==> src/rtl/bdma_pkg.sv <==
package bdma_pkg;

    typedef enum logic [1:0] {
        ST_IDLE  = 2'd0,
        ST_BUSY  = 2'd1,
        ST_DONE  = 2'd2,
        ST_FAULT = 2'd3
    } bdma_state_e;

    localparam logic [1:0] REG_BLOCK  = 2'd0;
    localparam logic [1:0] REG_MADDR  = 2'd1;
    localparam logic [1:0] REG_CMD    = 2'd2;
    localparam logic [1:0] REG_STATUS = 2'd3;

    localparam int CMD_START = 1;

endpackage

==> src/rtl/bdma_regs.sv <==
module bdma_regs
    import bdma_pkg::*;
#(
    parameter int DATA_W = 32
) (
    input  logic              clk,
    input  logic              rst_n,
    input  logic              s_sel,
    input  logic              s_wr,
    input  logic [1:0]        s_reg,
    input  logic [DATA_W-1:0] s_wdata,
    output logic [DATA_W-1:0] s_rdata,
    input  bdma_state_e       state,
    output logic [DATA_W-1:0] blk_reg,
    output logic [DATA_W-1:0] maddr_reg,
    output logic              start_req,
    output logic              clear_req
);

    logic wr_en;

    assign wr_en = s_sel && s_wr;

    always_ff @(posedge clk or negedge rst_n) begin
        if (!rst_n) begin
            blk_reg   <= '0;
            maddr_reg <= '0;
        end else if (wr_en) begin
            if (s_reg == REG_BLOCK) begin
                blk_reg <= s_wdata;
            end
            if (s_reg == REG_MADDR) begin
                maddr_reg <= s_wdata;
            end
        end
    end

    assign start_req = wr_en && (s_reg == REG_CMD) && (s_wdata == DATA_W'(CMD_START));
    assign clear_req = wr_en && (s_reg == REG_STATUS) && s_wdata[0];

    always_comb begin
        unique case (s_reg)
            REG_BLOCK:  s_rdata = blk_reg;
            REG_MADDR:  s_rdata = maddr_reg;
            REG_CMD:    s_rdata = '0;
            REG_STATUS: s_rdata = {{(DATA_W-2){1'b0}}, state};
            default:    s_rdata = '0;
        endcase
    end

endmodule

==> src/rtl/bdma_store.sv <==
module bdma_store #(
    parameter int              DATA_W     = 32,
    parameter int              NUM_BLOCKS = 4,
    parameter int              WORDS      = 128,
    parameter logic [DATA_W-1:0] SEED     = 32'hA5A5_0000,
    localparam int             IDX_W      = $clog2(WORDS)
) (
    input  logic [DATA_W-1:0] chk_blk,
    output logic              chk_ok,
    input  logic [DATA_W-1:0] rd_blk,
    input  logic [IDX_W-1:0]  rd_idx,
    output logic [DATA_W-1:0] rd_word
);

    localparam int HALF = DATA_W / 2;

    assign chk_ok  = chk_blk < DATA_W'(NUM_BLOCKS);
    assign rd_word = ((rd_blk << HALF) | DATA_W'(rd_idx)) ^ SEED;

endmodule

==> src/rtl/bdma_engine.sv <==
module bdma_engine
    import bdma_pkg::*;
#(
    parameter int DATA_W = 32,
    parameter int WORDS  = 128,
    localparam int IDX_W    = $clog2(WORDS),
    localparam int WB_SHIFT = $clog2(DATA_W / 8)
) (
    input  logic              clk,
    input  logic              rst_n,
    input  logic              start_req,
    input  logic              clear_req,
    input  logic              blk_ok,
    input  logic [DATA_W-1:0] blk_in,
    input  logic [DATA_W-1:0] maddr_in,
    input  logic              m_ready,
    output logic              m_valid,
    output logic [DATA_W-1:0] m_addr,
    output logic [DATA_W-1:0] cur_blk,
    output logic [IDX_W-1:0]  cur_idx,
    output logic              irq,
    output bdma_state_e       state
);

    localparam logic [IDX_W-1:0] LAST_IDX = IDX_W'(WORDS - 1);

    bdma_state_e       state_d;
    logic [IDX_W-1:0]  idx_q, idx_d;
    logic [DATA_W-1:0] blk_q, blk_d;
    logic [DATA_W-1:0] base_q, base_d;

    always_ff @(posedge clk or negedge rst_n) begin
        if (!rst_n) begin
            state  <= ST_IDLE;
            idx_q  <= '0;
            blk_q  <= '0;
            base_q <= '0;
        end else begin
            state  <= state_d;
            idx_q  <= idx_d;
            blk_q  <= blk_d;
            base_q <= base_d;
        end
    end

    always_comb begin
        state_d = state;
        idx_d   = idx_q;
        blk_d   = blk_q;
        base_d  = base_q;
        unique case (state)
            ST_IDLE: begin
                if (start_req) begin
                    blk_d   = blk_in;
                    base_d  = maddr_in;
                    idx_d   = '0;
                    state_d = blk_ok ? ST_BUSY : ST_FAULT;
                end
            end
            ST_BUSY: begin
                if (m_ready) begin
                    if (idx_q == LAST_IDX) begin
                        state_d = ST_DONE;
                    end else begin
                        idx_d = idx_q + 1'b1;
                    end
                end
            end
            ST_DONE, ST_FAULT: begin
                if (clear_req) begin
                    state_d = ST_IDLE;
                end
            end
            default: state_d = ST_IDLE;
        endcase
    end

    always_comb begin
        m_valid = (state == ST_BUSY);
        irq     = (state == ST_DONE) || (state == ST_FAULT);
        m_addr  = base_q + (DATA_W'(idx_q) << WB_SHIFT);
        cur_blk = blk_q;
        cur_idx = idx_q;
    end

endmodule

==> src/rtl/bdma_top.sv <==
module bdma_top
    import bdma_pkg::*;
#(
    parameter int                DATA_W      = 32,
    parameter int                NUM_BLOCKS  = 4,
    parameter int                BLOCK_BYTES = 512,
    parameter logic [DATA_W-1:0] SEED        = 32'hA5A5_0000
) (
    input  logic              clk,
    input  logic              rst_n,
    input  logic              s_sel,
    input  logic              s_wr,
    input  logic [1:0]        s_reg,
    input  logic [DATA_W-1:0] s_wdata,
    output logic [DATA_W-1:0] s_rdata,
    output logic              m_valid,
    input  logic              m_ready,
    output logic [DATA_W-1:0] m_addr,
    output logic [DATA_W-1:0] m_wdata,
    output logic              irq
);

    localparam int WORD_BYTES = DATA_W / 8;
    localparam int WORDS      = BLOCK_BYTES / WORD_BYTES;
    localparam int IDX_W      = $clog2(WORDS);

    bdma_state_e       state;
    logic [DATA_W-1:0] blk_reg, maddr_reg, cur_blk;
    logic [IDX_W-1:0]  cur_idx;
    logic              start_req, clear_req, blk_ok;

    bdma_regs #(.DATA_W(DATA_W)) regs_i (
        .clk       (clk),
        .rst_n     (rst_n),
        .s_sel     (s_sel),
        .s_wr      (s_wr),
        .s_reg     (s_reg),
        .s_wdata   (s_wdata),
        .s_rdata   (s_rdata),
        .state     (state),
        .blk_reg   (blk_reg),
        .maddr_reg (maddr_reg),
        .start_req (start_req),
        .clear_req (clear_req)
    );

    bdma_store #(
        .DATA_W     (DATA_W),
        .NUM_BLOCKS (NUM_BLOCKS),
        .WORDS      (WORDS),
        .SEED       (SEED)
    ) store_i (
        .chk_blk (blk_reg),
        .chk_ok  (blk_ok),
        .rd_blk  (cur_blk),
        .rd_idx  (cur_idx),
        .rd_word (m_wdata)
    );

    bdma_engine #(
        .DATA_W (DATA_W),
        .WORDS  (WORDS)
    ) engine_i (
        .clk       (clk),
        .rst_n     (rst_n),
        .start_req (start_req),
        .clear_req (clear_req),
        .blk_ok    (blk_ok),
        .blk_in    (blk_reg),
        .maddr_in  (maddr_reg),
        .m_ready   (m_ready),
        .m_valid   (m_valid),
        .m_addr    (m_addr),
        .cur_blk   (cur_blk),
        .cur_idx   (cur_idx),
        .irq       (irq),
        .state     (state)
    );

endmodule

==> config.mk <==
export PLATFORM = sky130hd
export DESIGN_NAME = bdma_top
export DESIGN_NICKNAME = d
export VERILOG_FILES = /design/src/rtl/bdma_pkg.sv /design/src/rtl/bdma_regs.sv /design/src/rtl/bdma_store.sv /design/src/rtl/bdma_engine.sv /design/src/rtl/bdma_top.sv
export SDC_FILE = /design/constraint.sdc
export NUM_CORES = 1
export LEC_CHECK = 0
export BUFFER_PORTS_ARGS = -buffer_cell sky130_fd_sc_hd__buf_2
export CORE_MARGIN = 10
export CORE_UTILIZATION = 55
export DETAILED_ROUTE_END_ITERATION = 8
export PLACE_DENSITY_LB_ADDON = 0.25
export SLEW_MARGIN = 20
export SYNTH_ARGS = -nofsm -noshare
export SYNTH_HDL_FRONTEND = slang
export SYNTH_SLANG_ARGS = --single-unit
==> constraint.sdc <==
create_clock -name clk -period 2.91 [get_ports clk]
set_input_delay 0.582 -clock clk [delete_from_list [all_inputs] [get_ports clk]]
set_output_delay 0.582 -clock clk [all_outputs]
set_load 0.02 [all_outputs]
======== Yosys cells after proc, flatten, opt, wreduce, memory -nomap -nowiden ========
Index checks and enable logic that the tools add are counted.
Widths: inputs -> output; s select.
storage, ports and cells
  output and inout bits ................... 98
  word-level logic and storage cells ...... 50
  bits of input ports ..................... 39
  register bits ........................... 121
operators by class
  bitwise operators ....................... 2
  add/sub/neg operators ................... 2
  equal/unequal tests ..................... 13
  multiplexer cells ....................... 11
  magnitude comparators ................... 1
  reduce and logical (&&, ||, !) cells .... 15
operators by type and width
  cell                 count
  $pmux 32 s4          1
  $add 32x9->32        1
  $eq 32x1->1 const B  1
  $lt 32x3->1 const B  1
  $or 32x7->32         1
  $mux 7               3
  $pmux 7 s2           1
  $mux 2               5
  $eq 2x2->1 const B   4
  $not 8->8            1
  $reduce_and 4->1     2
  $add 7x1->7 const B  1
  $eq 7x7->1 const B   1
  $ne 2x1->1 const B   3
  $pmux 2 s3           1
  $reduce_and 2->1     3
  $logic_and 1x1->1    5
  $eq 2x1->1 const B   2
  $logic_not 2->1      2
  $ne 2x2->1 const B   2
  $reduce_bool 2->1    1
  $reduce_or 2->1      1
  $logic_or 1x1->1     1

======== Logic depth before layout (Yosys ltp) ========
Gate-level depths: netlist (run 1).
  word-level depth ........................ 5
  mapped depth ............................ 9
  mapped depth without buffers ............ 9

======== Cells and area by module ========
From an unflattened synthesis (run 1), not the netlist that was laid out.
unflattened totals
  cells, all modules ...................... 692
  area total of the unflattened synthesis .. 6,954.2 sq um
modules (own cells, without submodules)
  module       area an instance (sq um)  times used  sequential area each (sq um)  cells each
  bdma_engine  3,671.0                   1           1,826.8                       423
  bdma_regs    2,999.1                   1           1,601.5                       225
  bdma_store   284.0                     1           0.0                           44

======== Worst setup path after synthesis (run 1) ========
Ideal clock, no wire load.
  kind .................................... reg2out
  start ................................... register engine_i.idx_q[0], in the netlist engine_i.cur_idx[0]
  end ..................................... output m_addr[24]
  path slack .............................. -0.203 ns
  arrival ................................. 2.531 ns
  stages on the path, launching flop included .. 10
  buffers on the path ..................... 0
  data required time ...................... 2.328 ns
  cells stage by stage .................... dfrtp_1 ha_1 inv_1 fa_1 nand2b_1 a21oi_1 o31ai_1 or4_4 nor2_1 xor2_1
on the way
  cells in the longest elaborated chain, start to end .. 1
ends and longest elaborated chain
  item                    line               source
  start, declared         bdma_engine.sv:28  logic [IDX_W-1:0] idx_q, idx_d;
  start signal, assigned  bdma_engine.sv:40  idx_q <= idx_d;
  $add 32x9->32           bdma_engine.sv:81  m_addr = base_q + (DATA_W'(idx_q) << WB_SHIFT);
  end, declared           bdma_top.sv:18     output logic [DATA_W-1:0] m_addr,
No other way between the ends.

======== Worst setup path in the final report (run 1) ========
  start ................................... register engine_i.base_q[2]
  end ..................................... output m_addr[30]
on the way
  cells in the longest elaborated chain, start to end .. 1
ends and longest elaborated chain
  item                    line               source
  start, declared         bdma_engine.sv:30  logic [DATA_W-1:0] base_q, base_d;
  start signal, assigned  bdma_engine.sv:42  base_q <= base_d;
  $add 32x9->32           bdma_engine.sv:81
No other way between the ends.

==> results by group, run 1 <==
Logic synthesis
  • Synthesized instance count: 538
  • Post-synth ARST share: 100.0%
  • FF+latch count, synth: 121
  • Top post-synthesis cells by area: dfrtp_1 49%, mux2_2 19%, mux2i_1 5.2%
  • Yosys cell types: 43
  • Synth area leader: dfrtp_1
  • Synth Cell Area: 0.006137 mm2
  • Post-synth EDFFs: 0
  • Syn Area/Cell: 11.41 um2
  • Most used DFF post-synth: dfrtp_1
  • Post-synth top area share: 49.34%
  • Yosys warns: 0
  • Post-synthesis sequential area ratio: 49.34%

Floorplanning
  • Overall die height: 125.6 um
  • Starting Density: 56.37%
  • DIE AREA: 0.01578 mm2
  • Die width: 125.6 um
  • Core ar.: 0.01089 mm2
  • I/O Pins: 137
  • Core Rows: 38

Clocking
  • Root buf cell: clkbuf_8
  • Clk_lat worst skew: 0.52 ns
  • CTS tree: done
  • CTS Buf Count: 17
  • TritonCTS Sinks: 121
  • H-tree depth: 4
  • CTS max path bufs: 2
  • Worst-path clk slew: 0.06 ns

GRT
  • Global Route Usage Sum: 22.65%
  • Initial antenna violation count: 1
  • First-pass GRT wire length: 28460 um
  • Via count of the first global-routing pass: 5178
  • GRT Residual Overflow: 0
  • Largest net degree at the start of global routing: 59

Routing
  • Drt initial violations: 492
  • Vias per cell: 5.800
  • Routed Antenna Nets: 0
  • Pre-Repair DR Iteration Count: 5
  • Avg WL per Cell: 22.12 um
  • Detailed-route via count: 4866
  • Final wirelength: 18560 um
  • Drt drc: 0

Status
  • Failing checks: negative setup slack
  • Status: finished with violations

Flow run
  • Max Cap Viol: 0

Timing
  • Post-route setup slack: -0.5857 ns
  • RSZ-0062 raised after global routing: true
  • Final hold vios: 0
  • Hold slack: 0.05942 ns
  • Crit share post-route: 120.1%
  • Fin. max-slew vios: 0
  • Min cycle time layout: 3.496 ns
  • Worst Tran Pin Value: 0.6557 ns
  • Slew headroom: 56.29%
  • Final count of negative-setup-slack endpoints: 23
  • F_max: 0.2861 GHz
  • Max Clock Skew: 0.01114 ns

Place
  • Placer Congestion: 0.8799
  • DP Worst Slack: -0.1033 ns
  • Port bufs: 127
  • Hpwl dp: 12270 um
  • DP Area: 0.007071 mm2

Final layout
  • Fillcell total: 694
  • Layout area overhead: 33.05%
  • Nets: 733
  • Share of cells above drive strength 1: 50.29%
  • Design Area, Final: 0.008165 mm2

Pwr
  • Static Leakage: 4.068 nW
  • Power density over the cells: 598.2 mW/mm2
  • Final Power: 4.884 mW
  • Max rail drop VDD: 403.9 uV

Setup path
  • Kind of critical path: flip-flop to output pin
  • Req. time, crit path: 2.33 ns
  • WP data arrival: 2.91 ns
  • CP Capture Type: output pin
  • Crit Path Max Fanout: 4
  • Setup crit start kind: flip-flop

Min path
  • Min-Delay Path Class: input pin to async pin
==> worst max-delay path, stage by stage (launching register included) <==
cell and delay (ns):
dfrtp_1 0.39, ha_4 0.15, inv_2 0.04, fa_2 0.35
nand2b_4 0.17, a21oi_4 0.17, o31ai_4 0.10, or4_4 0.52
nor2_4 0.17, xor2_4 0.18, buf_6 0.15
==> layer usage <==
metal / vias to the layer above / GRT usage, % / wire length, um
li1: 2156 / - / -
met1: 2441 / 27.30 / 7491
met2: 216 / 37.08 / 9291
met3: 51 / 6.879 / 1240
met4: 2 / 9.214 / 524
met5: - / 0 / 12
==> per-stage QoR <==
stage	cells	util [%]	setup TNS, ns
after floorplan	546	-	-0.03371
after global placement	794	64.94	-0.1892
after detailed placement	794	64.94	-0.3844
after CTS	832	72.78	-4.803
after global routing	838	74.97	-8.376
final	839	74.99	-6.601
==> cell type report <==
cell class,count,area (um2),share of cell area (%)
clock inverter,12,172.7,2.115
sequential,121,3032,37.13
multi-input combinational,368,3278,40.15
tap,140,175.2,2.145
antenna,1,2.502,0.03065
inverter,16,60.06,0.7355
clock buffer,20,435.4,5.333
timing repair buffer,161,1010,12.37
==> power by group <==
part / total [mW] / switching (mW) / internal (mW)
Clock: 2.17 / 0.756 / 1.41
Combinational: 0.628 / 0.337 / 0.292
Sequential: 2.09 / 0.207 / 1.88
==> cell families (layout without fill, tap and decap cells) <==
group / Yosys count / after routing / synth area share (%)
compound gates: 40 / 41 / 3.833
xor+xnor: 29 / 29 / 4.139
fa+ha+maj: 9 / 9 / 1.957
buf+inv: 58 / 209 / 5.240
flops: 121 / 121 / 49.34
mux: 133 / 133 / 23.75
other cells: 1 / 10 / 0.06110
simple gates: 147 / 147 / 11.68
==> cell usage after synthesis (2+ instances only) <==
library cell and number:
dfrtp_1 121, mux2_2 101, nor2_1 51, nand2_1 36, mux2i_1 32, buf_4 21, xnor2_1 21, nor4_1 17
o21ai_0 17, inv_1 16, nand3_1 12, a21oi_1 9, buf_2 8, ha_1 8, nand4_1 8, xor2_1 8
buf_1 7, a21o_1 5, nor3_1 5, clkbuf_1 4, and3_1 3, nand2b_1 3, and4_1 2, buf_6 2
nor4b_1 2, o31ai_1 2
==> repair_timing <==
| item | CTS | global route |
|---|---|---|
| gates cloned | 1 | 0 |
| hold buffers | 0 | 0 |
| pin swaps | 18 | 19 |
| hold endpoints to repair | 0 | 0 |
| buffers inserted | 5 | 6 |
| resized for setup | 46 | 42 |
| setup endpoints to repair | 23 | 25 |
==> placed cells by master (no fill, tap or decap), drive strengths merged, types with 12 or more instances in the layout <==
master and instances:
inv 17, nor4 17, o21ai 18, nand3 12
nand2 36, dfrtp 121, nor2 51, mux2i 32
clkbuf 20, buf 161, mux2 101, xnor2 21
==> path summary, 6_finish.rpt <==
check | startpoint | endpoint | slack [ns] | cells past startpoint
max | engine_i.base_q[2]$_DFFE_PN0P_ | m_addr[30] | -0.59 | 10
min | rst_n | engine_i.cur_blk[1]$_DFFE_PN0P_ | 0.06 | 1
max reg2reg | engine_i.state[0]$_DFFE_PN0P_ | engine_i.base_q[9]$_DFFE_PN0P_ | 0.86 | 4
min reg2reg | engine_i.base_q[1]$_DFFE_PN0P_ | engine_i.base_q[1]$_DFFE_PN0P_ | 0.50 | 1
max in group asynchronous | rst_n | engine_i.base_q[24]$_DFFE_PN0P_ | 2.09 | 2
min in group clk | s_wdata[1] | regs_i.maddr_reg[1]$_DFFE_PN0P_ | 0.32 | 2
Power figures use the tool's default switching activity.
==> run 2: changes to the inputs <==
- CORE_UTILIZATION: 55 -> 59
- clock period: 2.91 -> 4.1 ns (I/O delays scaled with it)
==> run 2 against run 1 <==
Sequential power shrank 29%; sequential share of layout area is 3.7 points higher; largest power group unchanged; wire length shrank 12%; clock skew fell by 0.0036 ns; final cell count decreased by 3.7%; setup slack better by 0.74 ns; global-route usage decreased by 0.57 points; register-to-register slack gained 1.1 ns; first-iteration DRC count down 46%; the run now ends clean; power down 30%.
==> results by group, run 2 (synthesis results as in run 1) <==
GRT
  • Largest net degree at the start of global routing: 62 (was 59)
  • Via count of the first global-routing pass: 4889 (was 5178)
  • Global Route Usage Sum: 22.08% (was 22.65%)
  • GRT Residual Overflow: 0 (unchanged)
  • Initial antenna violation count: 0 (was 1)
  • First-pass GRT wire length: 25840 um (was 28460 um)

Timing
  • Crit share post-route: 96.20%
  • Max Clock Skew: 0.007508 ns (was 0.01114 ns)
  • Final count of negative-setup-slack endpoints: 0 (was 23)
  • Final hold vios: 0 (unchanged)
  • Fin. max-slew vios: 0 (unchanged)
  • RSZ-0062 raised after global routing: false (was true)
  • Worst Tran Pin Value: 0.9232 ns (was 0.6557 ns)
  • Setup TNS: 0 ns (was -6.601 ns)
  • Min cycle time layout: 3.944 ns
  • Slew headroom: 38.45% (was 56.29%)
  • F_max: 0.2535 GHz

Final layout
  • Most frequent cells in the layout: 126 x buf_2, 120 x dfrtp_1, 101 x mux2_2 (was 118 x dfrtp_1, 101 x mux2_2, 101 x buf_2)
  • Fillcell total: 720 (was 694)
  • Commonest non-fill, non-tap cell in the layout: buf_2 (was dfrtp_1)
  • Nets: 708 (was 733)
  • Design Area, Final: 0.007413 mm2 (was 0.008165 mm2)
  • Layout area overhead: 20.80% (was 33.05%)
  • Diodes inserted: 0 (was 1)
  • Share of cells above drive strength 1: 40.92% (was 50.29%)

Routing
  • Drt drc: 0 (unchanged)
  • Pre-Repair DR Iteration Count: 5 (unchanged)
  • Routed Antenna Nets: 0 (unchanged)
  • Vias per cell: 5.802 (was 5.800)
  • Detailed-route via count: 4688 (was 4866)
  • Avg WL per Cell: 20.22 um (was 22.12 um)
  • Final wirelength: 16340 um (was 18560 um)
  • Drt initial violations: 268 (was 492)

Place
  • Hpwl dp: 11930 um (was 12270 um)
  • Port bufs: 127 (unchanged)
  • Placer Congestion: 0.8960 (was 0.8799)
  • DP Area: 0.006813 mm2 (was 0.007071 mm2)

Clocking
  • CTS max path bufs: 2 (unchanged)
  • TritonCTS Sinks: 121 (unchanged)
  • Setup repair bufs after CTS: 0 (was 5)
  • CTS tree: done (unchanged)
  • Root buf cell: clkbuf_8 (unchanged)
  • Post-CTS sizing: 1 (was 46)
  • Worst-path clk slew: 0.06 ns (about the same)
  • H-tree depth: 4 (unchanged)
  • Hold-fix buffers, CTS: 0 (unchanged)
  • CTS Buf Count: 17 (unchanged)
  • Clk_lat worst skew: 0.52 ns (about the same)

Pwr
  • Final Power: 3.415 mW (was 4.884 mW)
  • Static Leakage: 3.781 nW (was 4.068 nW)
  • Max rail drop VDD: 282.6 uV (was 403.9 uV)
  • Power density over the cells: 460.7 mW/mm2 (was 598.2 mW/mm2)

Status
  • Status: complete, no violations (was finished with violations)

Floorplanning
  • Overall die height: 122.0 um (was 125.6 um)
  • Core Rows: 37 (was 38)
  • Starting Density: 59.99% (was 56.37%)
  • Die width: 122.0 um (was 125.6 um)
  • DIE AREA: 0.01488 mm2 (was 0.01578 mm2)
  • I/O Pins: 137 (unchanged)
  • Core ar.: 0.01023 mm2 (was 0.01089 mm2)

Setup path
  • Setup crit start kind: flip-flop (unchanged)
  • Req. time, crit path: 3.28 ns (was 2.33 ns)
  • Kind of critical path: flip-flop to output pin (unchanged)
  • CP peak stage delay: 0.48 ns (was 0.52 ns)
  • CP Capture Type: output pin (unchanged)
  • CP max-delay cell: or4_4 (unchanged)
  • Crit Path Max Fanout: 6 (was 4)
  • WP data arrival: 3.12 ns (was 2.91 ns)
  • Critical path cell sequence: ha_1 -> inv_1 -> fa_1 -> nand2b_1 -> a21oi_1 -> o31ai_2 -> or4_4 -> nor2_1 -> xor2_1 -> buf_2 (was ha_4 -> inv_2 -> fa_2 -> nand2b_4 -> a21oi_4 -> o31ai_4 -> or4_4 -> nor2_4 -> xor2_4 -> buf_6)

Min path
  • Min-Delay Path Class: input pin to async pin (unchanged)

Flow run
  • Max Cap Viol: 0 (unchanged)
-- run 2: cell types whose count changed in the layout (fill, tap and decap cells not counted), moves of 7 or more --
cell     previous run  this run
buf_4              48        10
buf_2             101       126
buf_6              11         0
nand2_1            29        36
xnor2_1            14        21
xnor2_2             7         0
-- run 2: metrics by stage --
stage / setup WS (ns) / util [%] / cells / hold slack, ns
floorplan: 0.7493 / - / 546 / 0.4647
global placement: 0.6767 / 66.59 / 777 / 0.4852
detailed placement: 0.5636 / 66.59 / 777 / 0.4945
CTS: 0.08898 / 72.45 / 808 / 0.3991
global route: 0.01252 / 72.46 / 808 / 0.4289
finish: 0.1560 / 72.46 / 808 / 0.3757
-- run 2: where the power goes --
group	switching, mW	total, mW	internal [mW]
logic	0.234	0.439	0.204
registers	0.144	1.48	1.34
clock network	0.514	1.50	0.983
-- run 2: per-layer routing --
metal	share of wire (%)	track usage (%)
met1	40	27.48
met2	50	35.63
met3	8.4	6.152
met4	1.5	8.867
met5	0	0
-- run 2: worst max-delay path, delay by kind of cell (launching register included) --
family,cells,cell delay (ns)
fa+ha+maj,2,0.60
compound gates,2,0.38
xor+xnor,1,0.15
flops,1,0.41
simple gates,3,0.81
buf+inv,2,0.25
-- run 2: layout make-up --
cell class,instances,area (um2),share of cell area (%)
Timing Repair Buffer,137,725.7,9.789
Tap cell,136,170.2,2.295
Clock inverter,8,117.6,1.587
Multi-Input combinational cell,367,2834,38.23
Inverter,16,60.06,0.8101
Clock buffer,23,476.7,6.430
Sequential cell,121,3029,40.86
-- run 2: path summary, 6_finish.rpt --
kind / from / endpoint / slack [ns] / cells past startpoint
min reg2reg: engine_i.cur_blk[14]$_DFFE_PN0P_ / engine_i.cur_blk[14]$_DFFE_PN0P_ / 0.50 / 1
min in group clk: engine_i.cur_blk[14]$_DFFE_PN0P_ / engine_i.cur_blk[14]$_DFFE_PN0P_ / 0.50 / 1
min: rst_n / engine_i.base_q[1]$_DFFE_PN0P_ / 0.38 / 1
max: engine_i.cur_idx[0]$_DFFE_PN0P_ / m_addr[30] / 0.16 / 10
max reg2reg: engine_i.state[0]$_DFFE_PN0P_ / engine_i.base_q[15]$_DFFE_PN0P_ / 1.95 / 4
max in group asynchronous: rst_n / engine_i.base_q[9]$_DFFE_PN0P_ / 2.80 / 2
